<file path="src/rtl/exc_pkg.sv">
package exc_pkg;
  localparam int OP_W = 6;

  typedef enum logic [2:0] {
    S_IDLE = 3'd0,
    S_ILL  = 3'd1,
    S_OVF  = 3'd2,
    S_DEC  = 3'd3,
    S_VEC  = 3'd4
  } exc_state_t;

  // Opcodes the decoder has a path for.
  function automatic logic op_known(input logic [OP_W-1:0] op);
    case (op)
      6'b100011, 6'b101011, 6'b000000,
      6'b001011, 6'b000100, 6'b000010: op_known = 1'b1;
      default:                         op_known = 1'b0;
    endcase
  endfunction
endpackage

</file>
<file path="src/rtl/exc_detect.sv">
module exc_detect
  import exc_pkg::*;
(
  input  logic            idle,
  input  logic            decode_en,
  input  logic [OP_W-1:0] opcode,
  input  logic            rtype_wr,
  input  logic            alu_ovf,
  output logic            ill_hit,
  output logic            ovf_hit,
  output logic            take,
  output logic            take_ovf
);
  always_comb begin
    ill_hit  = decode_en && !op_known(opcode);
    ovf_hit  = rtype_wr && alu_ovf;
    take     = idle && (ill_hit || ovf_hit);
    // an illegal opcode outranks an overflow presented at the same time
    take_ovf = !ill_hit;
  end
endmodule

</file>
<file path="src/rtl/exc_seq.sv">
module exc_seq
  import exc_pkg::*;
(
  input  logic clk,
  input  logic rst_n,
  input  logic take,
  input  logic take_ovf,
  output logic idle,
  output logic busy,
  output logic cause_we,
  output logic cause_sel,
  output logic epc_we,
  output logic pc_we
);
  exc_state_t st_q, st_d;

  always_comb begin
    st_d = st_q;
    unique case (st_q)
      S_IDLE:       if (take) st_d = take_ovf ? S_OVF : S_ILL;
      S_ILL, S_OVF: st_d = S_DEC;
      S_DEC:        st_d = S_VEC;
      S_VEC:        st_d = S_IDLE;
      default:      st_d = S_IDLE;
    endcase
  end

  always_ff @(posedge clk) begin
    if (!rst_n) st_q <= S_IDLE;
    else        st_q <= st_d;
  end

  always_comb begin
    idle      = (st_q == S_IDLE);
    busy      = !idle;
    cause_we  = (st_q == S_ILL) || (st_q == S_OVF);
    cause_sel = (st_q == S_OVF);
    epc_we    = (st_q == S_DEC);
    pc_we     = (st_q == S_VEC);
  end
endmodule

</file>
<file path="src/rtl/exc_regs.sv">
module exc_regs #(
  parameter int XLEN = 32,
  parameter int INSN_BYTES = 4
) (
  input  logic            clk,
  input  logic            rst_n,
  input  logic            cause_we,
  input  logic            cause_sel,
  input  logic            epc_we,
  input  logic [XLEN-1:0] pc_in,
  output logic [XLEN-1:0] epc,
  output logic [XLEN-1:0] cause
);
  localparam logic [XLEN-1:0] STEP = XLEN'(INSN_BYTES);

  // undo the fetch increment to point at the faulting instruction
  function automatic logic [XLEN-1:0] back_one(input logic [XLEN-1:0] pc);
    back_one = pc - STEP;
  endfunction

  function automatic logic [XLEN-1:0] cause_word(input logic sel);
    cause_word = {{(XLEN-1){1'b0}}, sel};
  endfunction

  always_ff @(posedge clk) begin
    if (!rst_n) begin
      epc   <= '0;
      cause <= '0;
    end else begin
      if (cause_we) cause <= cause_word(cause_sel);
      if (epc_we)   epc   <= back_one(pc_in);
    end
  end
endmodule

</file>
<file path="src/rtl/exc_vector_unit.sv">
module exc_vector_unit
  import exc_pkg::*;
#(
  parameter int              XLEN         = 32,
  parameter logic [XLEN-1:0] HANDLER_ADDR = 32'h4000_0000,
  parameter logic [XLEN-1:0] VEC_STRIDE   = 32'h0000_0040,
  parameter bit              VECTORED     = 1'b0
) (
  input  logic            clk,
  input  logic            rst_n,
  input  logic            decode_en,
  input  logic [5:0]      opcode,
  input  logic            rtype_wr,
  input  logic            alu_ovf,
  input  logic [XLEN-1:0] pc_in,
  output logic            exc_busy,
  output logic            pc_we,
  output logic [XLEN-1:0] pc_next,
  output logic [XLEN-1:0] epc,
  output logic [XLEN-1:0] cause
);
  logic idle, ill_hit, ovf_hit, take, take_ovf;
  logic cause_we, cause_sel, epc_we;

  exc_detect u_detect (
    .idle(idle), .decode_en(decode_en), .opcode(opcode),
    .rtype_wr(rtype_wr), .alu_ovf(alu_ovf),
    .ill_hit(ill_hit), .ovf_hit(ovf_hit), .take(take), .take_ovf(take_ovf)
  );

  exc_seq u_seq (
    .clk(clk), .rst_n(rst_n), .take(take), .take_ovf(take_ovf),
    .idle(idle), .busy(exc_busy), .cause_we(cause_we),
    .cause_sel(cause_sel), .epc_we(epc_we), .pc_we(pc_we)
  );

  exc_regs #(.XLEN(XLEN)) u_regs (
    .clk(clk), .rst_n(rst_n), .cause_we(cause_we), .cause_sel(cause_sel),
    .epc_we(epc_we), .pc_in(pc_in), .epc(epc), .cause(cause)
  );

  // cause is already written when the load cycle arrives
  generate
    if (VECTORED) begin : g_vec
      assign pc_next = cause[0] ? (HANDLER_ADDR + VEC_STRIDE) : HANDLER_ADDR;
    end else begin : g_single
      assign pc_next = HANDLER_ADDR;
    end
  endgenerate
endmodule

</file>
<file path="config.mk">
export PLATFORM = sky130hd
export DESIGN_NAME = exc_vector_unit
export DESIGN_NICKNAME = d
export VERILOG_FILES = /design/src/rtl/exc_pkg.sv /design/src/rtl/exc_detect.sv /design/src/rtl/exc_seq.sv /design/src/rtl/exc_regs.sv /design/src/rtl/exc_vector_unit.sv
export SDC_FILE = /design/constraint.sdc
export NUM_CORES = 1
export LEC_CHECK = 0
export ABC_AREA = 1
export BUFFER_PORTS_ARGS = -buffer_cell sky130_fd_sc_hd__buf_2
export CAP_MARGIN = 20
export CORE_MARGIN = 4
export CORE_UTILIZATION = 42
export CTS_BUF_LIST = sky130_fd_sc_hd__clkbuf_16
export DETAILED_ROUTE_END_ITERATION = 8
export GPL_TIMING_DRIVEN = 0
export PLACE_DENSITY_LB_ADDON = 0.3
export RECOVER_POWER = 100
export SYNTH_ARGS = -nofsm -noshare
export SYNTH_HDL_FRONTEND = slang
export SYNTH_HIERARCHICAL = 1
export SYNTH_SLANG_ARGS = --single-unit
</file>
<file path="constraint.sdc">
create_clock -name clk -period 1.6 [get_ports clk]
set_clock_uncertainty 0.15 [all_clocks]
set_input_delay 0.48 -clock clk [delete_from_list [all_inputs] [get_ports clk]]
set_output_delay 0.48 -clock clk [all_outputs]
set_load 0.05 [all_outputs]
</file>
==> metrics.txt, run 1 <==
max_cap viols 0; GRT Total Usage 0.1900; final worst slack -0.04440 ns; Core Region 0.006422 sq mm; worst reg-to-reg path cell count 7; Vias/cell 4.299; IO Count 141; Clock power frac 0.282; die height 90.02 um; hold_buf cts 0; Sw Ratio 0.4356; PD cells 1040 mW/mm^2; setup TNS -0.05690 ns; initial antenna violation count 0; failing checks negative setup slack; Routed WL per cell 11.73 um; placed cell area 0.003560 sq mm; n_diodes 0; Crit. End Element primary output; CTS tree built; critical path launch point type flop; Critical Path AT 1.01 ns; switching pwr 1729 uW; drt total wl 7.955 mm; ratio of cells with drive above 1 in the final layout 0.3295; die area 0.008103 sq mm; clock latency on the worst-skew pair 0.28 ns; Syn Std Cell Area 0.002825 sq mm; final setup vio count 2; Finished Layout Cells 678; via count 2915; placed cell count 665; Die X 90.02 um; Post-DP HPWL 6.461 mm; Iter 0 DRT Violations 128; Overflow after GRT 0; TritonCTS Buffers 5; Hold Vio Cnt, Final 0; Initial Utilization 0.4399; most common cell after layout, fill and taps aside nor2_1; GPL Wtd Cong 0.9293; P&R area growth vs syn 35.03%; most frequent cells in the layout nor2_1, buf_4, inv_1, nand2_1, conb_1; DRC 0; final-layout fill cell count 634; Final Cycle Share 1.028; IO Port Bufs 77; Hold Path Depth 3; router iterations before antenna repair 6; min cycle time layout 1.644 ns; WS Path Type flop to primary output; CTS Root Cell clkbuf_16; YS warnings 6; Reg clk slew, reported paths 0.06 ns; internal power 2240 uW; P_leak 0.002188 uW; Net count, final 644; Fmax 608.1 MHz; Syn Inst Count 451; CP required 0.97 ns; worst hold-check path type primary input to flop; row cnt 29; Sink Count 36; clk buf depth 2; status finished, violations left; Comb pwr share 0.432; design area 0.003815 sq mm; Max FO, Critical Path 5; fin. max-slew vios 0; Worst VDD drop 0.4635 mV; largest net degree at the start of global routing 12; antenna-violating nets left 0; H-Tree Depth 2; Flop pwr share 0.286; vias in the first global route 2664; RSZ-0062 raised after global routing true; mean post-synth cell area 6.264 sq um; first-pass GRT wire length 12.68 mm
==> repair_timing <==
item,4_1_cts,5_1_grt
setup buffers,2,3
cloned,0,0
setup endpoints to repair,34,27
pin swaps,1,4
gates resized for setup,15,20
==> layer usage <==
metal | GRT usage | share of wire | vias up
met5 | 0 | 0 | -
met4 | 0.05740 | 0.012 | 0
met3 | 0.03923 | 0.058 | 9
met2 | 0.3304 | 0.48 | 95
met1 | 0.2351 | 0.45 | 1242
li1 | - | - | 1569
==> cell type report <==
class                      instances  area (sq um)  share of cell area
clock buffer                       5         125.1             0.03280
timing repair buffer              82         434.2              0.1138
inverter                          64         244.0             0.06396
multi-input combinational        339          1623              0.4254
clock inverter                     3         38.79             0.01017
sequential                        36         729.5              0.1912
buffer                            72         524.3              0.1374
tap                               77         96.34             0.02525
==> path summary, 6_finish.rpt <==
kind,endpoint,startpoint,slack [ns]
setup reg to reg,u_regs/epc[8]$_SDFFE_PN0P_,u_seq/st_q[0]$_SDFFE_PN0P_,0.03
hold reg to reg,u_regs/epc[4]$_SDFFE_PN0P_,u_regs/epc[4]$_SDFFE_PN0P_,0.34
setup / recovery,pc_we,u_seq/st_q[1]$_SDFFE_PN0P_,-0.04
hold / removal,u_regs/epc[1]$_SDFFE_PN0P_,pc_in[1],0.27
==> flip-flops by register name, summed over array words and instances (netlist names) <==
signal        cells
u_regs/cause      1
u_seq/st_q        3
u_regs/epc       32
==> power by group through the flow <==
| stage | registers [uW] | logic, uW | clock network, uW |
|---|---|---|---|
| after CTS | 1130 | 1700 | 1140 |
| after floorplan | 1510 | 934 | 0 |
| after global routing | 1150 | 1830 | 1190 |
| after global placement | 1130 | 1620 | 0 |
| final | 1140 | 1710 | 1120 |
| after detailed placement | 1130 | 1630 | 0 |
==> critical path: stages (launching register included) <==
cell,delay [ns]
dfxtp_4,0.37
nor3_4,0.19
buf_6,0.18
==> stage by stage <==
| step | util | total power [uW] | worst slack, ns | hold slack, ns |
|---|---|---|---|---|
| floorplan | - | 2447 | 0.01255 | 0.3343 |
| global placement | 0.5543 | 2752 | -0.3792 | 0.3108 |
| detailed placement | 0.5543 | 2766 | -0.3544 | 0.3177 |
| CTS | 0.5874 | 3969 | -0.05430 | 0.2685 |
| global route | 0.5940 | 4182 | -0.07819 | 0.2837 |
| finish | 0.5940 | 3969 | -0.04440 | 0.2717 |
Power figures use the tool's default switching activity.
==> run 2: changes to the inputs <==
Settings changed: CORE_MARGIN 4 to unset, TNS_END_PERCENT set to 20.
==> run 2 against run 1 <==
Net effect: the flow finishes with violations (design-rule violations, negative setup slack); critical path depth stayed put; sequential cell count stayed put; cell area is 1.2% lower; non-clock buffer count is 4 lower; combinational power hardly changed; global-route usage is 1.9 points higher; power is 4.8% lower; critical path type unchanged; largest power group unchanged; highest routed layer unchanged.
==> metrics.txt, run 2 (synthesis gave the netlist of run 1 again) <==
IO Count 141; H-Tree Depth 2; dpl ws -0.3780 ns; Hold Vio Cnt, Final 0; GPL Wtd Cong 0.8943; WS Path Type flop to primary output; setup TNS -0.04991 ns; n_diodes 0; first-pass GRT wire length 11.80 mm; top flop regs u_regs/epc (32), u_seq/st_q (3), u_regs/cause (1); DRC 16; fin. max-slew vios 0; antenna-violating nets left 0; clock latency on the worst-skew pair 0.28 ns; CTS tree built; crit-path leading delay family flip-flops; initial antenna violation count 0; Vias/cell 4.304; TritonCTS Buffers 5; CP cell instances nor3_4 > buf_6; critical path launch point type flop; largest register by flop count u_regs/epc; Overflow after GRT 0; final setup vio count 2; RSZ-0062 raised after global routing true; PD cells 1002 mW/mm^2; status finished, violations left; WP buf/inv 1; placed cell count 665; final worst slack -0.04388 ns; Finished Layout Cells 674; router iterations before antenna repair 7; Post-DP HPWL 6.072 mm; row cnt 29; failing checks design-rule violations, negative setup slack; via count 2901; Core Region 0.006422 sq mm; Final Cycle Share 1.027; GRT Total Usage 0.2087; most common cell after layout, fill and taps aside nor2_1; final-layout fill cell count 663; Sink Count 36; worst hold-check path type primary input to flop; drt total wl 7.399 mm; CTS Root Cell clkbuf_16; Net count, final 640; Iter 0 DRT Violations 129; P_leak 0.002167 uW; IO Port Bufs 77; Routed WL per cell 10.98 um; Reg clk slew, reported paths 0.06 ns; min cycle time layout 1.644 ns; CP required 0.97 ns; Max FO, Critical Path 5; clk buf depth 2; CP max stage delay 0.37 ns; Fmax 608.3 MHz; ratio of cells with drive above 1 in the final layout 0.3216; vias in the first global route 2546; die area 0.007059 sq mm; die height 84.02 um; Worst VDD drop 0.3711 mV; Critical Path AT 1.01 ns; most frequent cells in the layout nor2_1, nand2_1, buf_4, conb_1, inv_1; Die X 84.02 um; max_cap viols 0; number of flip-flops in the largest register 32; Initial Utilization 0.4399; largest net degree at the start of global routing 13; slowest CP cell dfxtp_4; hold_buf cts 0; P&R area growth vs syn 33.44%; placed cell area 0.003560 sq mm; design area 0.003770 sq mm; WHS 0.2754 ns; Crit. End Element primary output
[run 2: cell types whose count changed in the layout (fill, tap and decap cells not counted), moves of 2 or more]
cell,before,now
nand2_1,64,69
buf_4,69,65
nand2_2,10,6
inv_1,64,62
nor2_1,87,85
o21ai_1,6,8
[run 2: layer usage]
| layer | track usage | routed length (um) | share of wire |
|---|---|---|---|
| met4 | 0.04702 | 38 | 0.0051 |
| met3 | 0.02671 | 385 | 0.052 |
| met2 | 0.3942 | 3762 | 0.51 |
| met5 | 0 | 0 | 0 |
| met1 | 0.2485 | 3213 | 0.43 |
[run 2: report_power, final]
group	total (uW)	internal, uW	leakage, uW	switching, uW
combinational	1690	468	0.00180	1220
sequential	1130	1040	0.000294	95.9
clock	950	573	0.0000736	377
[run 2: cell type report]
cell class	count	area [sq um]	share of cell area
multi-input combinational	339	1625	0.4311
sequential	36	732.0	0.1942
buffer	72	523.0	0.1387
timing repair buffer	78	405.4	0.1075
inverter	64	244.0	0.06472
clock buffer	5	125.1	0.03319
tap	77	96.34	0.02556
clock inverter	3	18.77	0.004978
[run 2: metrics by stage]
stage	total power, uW	utilization
global route	3981	0.5870
floorplan	2447	-
detailed placement	2764	0.5543
finish	3777	0.5870
global placement	2747	0.5543
CTS	3800	0.5831
[run 2: final timing paths]
path	endpoint	slack [ns]	startpoint	cells after the start
max	pc_we	-0.04	u_seq/st_q[1]$_SDFFE_PN0P_	2
min	u_regs/epc[2]$_SDFFE_PN0P_	0.28	pc_in[2]	2
max reg2reg	u_regs/epc[8]$_SDFFE_PN0P_	0.09	u_seq/st_q[0]$_SDFFE_PN0P_	7
min reg2reg	u_seq/st_q[2]$_SDFFE_PN0P_	0.31	u_seq/st_q[2]$_SDFFE_PN0P_	1
[run 2: worst reg2reg max path, delay by kind of cell, from the launching register on]
| family | cells | cell delay, ns |
|---|---|---|
| buf+inv | 4 | 0.53 |
| compound gates | 1 | 0.17 |
| simple gates | 2 | 0.17 |
| flops | 1 | 0.39 |
[run 2: repair_timing]
item / 4_1_cts / 5_1_grt
endpoints found under the setup margin: 34 / 23
gates cloned: 0 / 0
gates resized for setup: 16 / 17
pin swaps: 1 / 3
setup buffers: 1 / 0
==> run 3: changes to the inputs <==
Settings changed: CORE_UTILIZATION 42 to 50.
Clock period 1.6 ns to 2 ns, I/O delays scaled along.
==> run 3 against run 2 <==
Net effect: power down 23%; sequential cell count unchanged; largest cell class unchanged; the flow now finishes without violations; critical endpoint is now exc_busy; cell count fell by 0.89%; highest routed layer unchanged.
==> metrics.txt, run 3 (synthesis gave the netlist of run 1 again) <==
ratio of cells with drive above 1 in the final layout 0.2349; CP required 1.25 ns; DRC 0; IO Port Bufs 77; clock latency on the worst-skew pair 0.28 ns; relative slew slack 0.5778; TritonCTS Buffers 5; RSZ-0062 raised after global routing false; worst hold-check path type flop to flop; GPL Wtd Cong 0.8845; Initial Utilization 0.5162; row cnt 27; Die X 77.17 um; first-pass GRT wire length 11.43 mm; largest net degree at the start of global routing 13; router iterations before antenna repair 4; antenna-violating nets left 0; placed cell count 660; worst slew pin tran 0.6360 ns; Iter 0 DRT Violations 120; hold_buf cts 0; Core Region 0.005473 sq mm; dpl ws -0.1558 ns; Flop pwr share 0.304; IO Count 141; Net count, final 639; setup TNS 0 ns; PD cells 807.3 mW/mm^2; via count 2930; final worst slack 0.07415 ns; min cycle time layout 1.926 ns; initial antenna violation count 0; Clock power frac 0.260; Reg clk slew, reported paths 0.06 ns; vias in the first global route 2543; switching pwr 1340 uW; Overflow after GRT 0; top flop regs u_regs/epc (32), u_seq/st_q (3), u_regs/cause (1); drt total wl 7.209 mm; Crit. End Element primary output; die area 0.005955 sq mm; die height 77.17 um; most common cell after layout, fill and taps aside nor2_1; internal power 1586 uW; GRT Total Usage 0.2414; setup bufs post-CTS 0; WS Path Type flop to primary output; critical path launch point type flop; largest register by flop count u_regs/epc; Vias/cell 4.386; most frequent cells in the layout nor2_1, nand2_1, inv_1, buf_4, conb_1; max_cap viols 0; post-layout util 0.6623; Max FO, Critical Path 5; final setup vio count 0; Worst VDD drop 0.6101 mV; Finished Layout Cells 668; Sink Count 36; Routed WL per cell 10.79 um; P&R area growth vs syn 28.30%; Fmax 519.3 MHz; number of flip-flops in the largest register 32; status finished clean; Critical Path AT 1.18 ns; Post-DP HPWL 5.872 mm; CTS tree built; Sw Ratio 0.4579; Hold Vio Cnt, Final 0; Final Cycle Share 0.9629; H-Tree Depth 2; Comb pwr share 0.436; n_diodes 0; Total Power 2926 uW; Gates resized, CTS repair 0; P_leak 0.002045 uW; CTS Root Cell clkbuf_16; clk buf depth 2; fin. max-slew vios 0
## run 3: worst paths after layout
kind | start | to | slack (ns) | cells after the start
worst max-delay path | u_seq/st_q[1]$_SDFFE_PN0P_ | exc_busy | 0.07 | 3
worst min-delay path | u_regs/epc[16]$_SDFFE_PN0P_ | u_regs/epc[16]$_SDFFE_PN0P_ | 0.34 | 2
worst max register to register | u_seq/st_q[0]$_SDFFE_PN0P_ | u_regs/epc[16]$_SDFFE_PN0P_ | 0.23 | 7
worst min register to register | u_regs/epc[16]$_SDFFE_PN0P_ | u_regs/epc[16]$_SDFFE_PN0P_ | 0.34 | 2
## run 3: layout make-up
cell class              count  area, sq um
fillers                   585         1848
multi-input cells         339         1577
flip-flops and latches     36        720.7
plain buffers              72        511.7
repair buffers             77        341.6
inverters                  64        240.2
clock buffers               5        125.1
well taps                  72        90.09
clock inverters             3        18.77
## run 3: stage by stage
stage	instance area (sq um)	hold slack, ns
after floorplan	3055	0.3342
after global placement	3531	0.3187
after detailed placement	3531	0.3137
after CTS	3675	0.3301
after global routing	3625	0.3581
final	3625	0.3355
## run 3: layer usage
metal  routed length, um  share of wire  track usage  up-vias
met5                   0              0            0        -
met4                  88          0.012      0.07170        0
met3                 456          0.063      0.03452        8
met2                3580           0.50       0.4381      108
met1                3084           0.43       0.2906     1262
li1                    -              -            -     1552
## run 3: power by group through the flow
| stage | sequential (uW) | combinational [uW] | clock [uW] |
|---|---|---|---|
| after floorplan | 1210 | 743 | 0 |
| after global placement | 898 | 1280 | 0 |
| after detailed placement | 903 | 1300 | 0 |
| after CTS | 889 | 1310 | 780 |
| after global routing | 900 | 1370 | 813 |
| final | 888 | 1280 | 761 |
## run 3: worst max-delay path, cell delays in order (launching register included)
cell,delay (ns)
dfxtp_1,0.36
nor2_2,0.21
nand2_1,0.10
buf_2,0.22
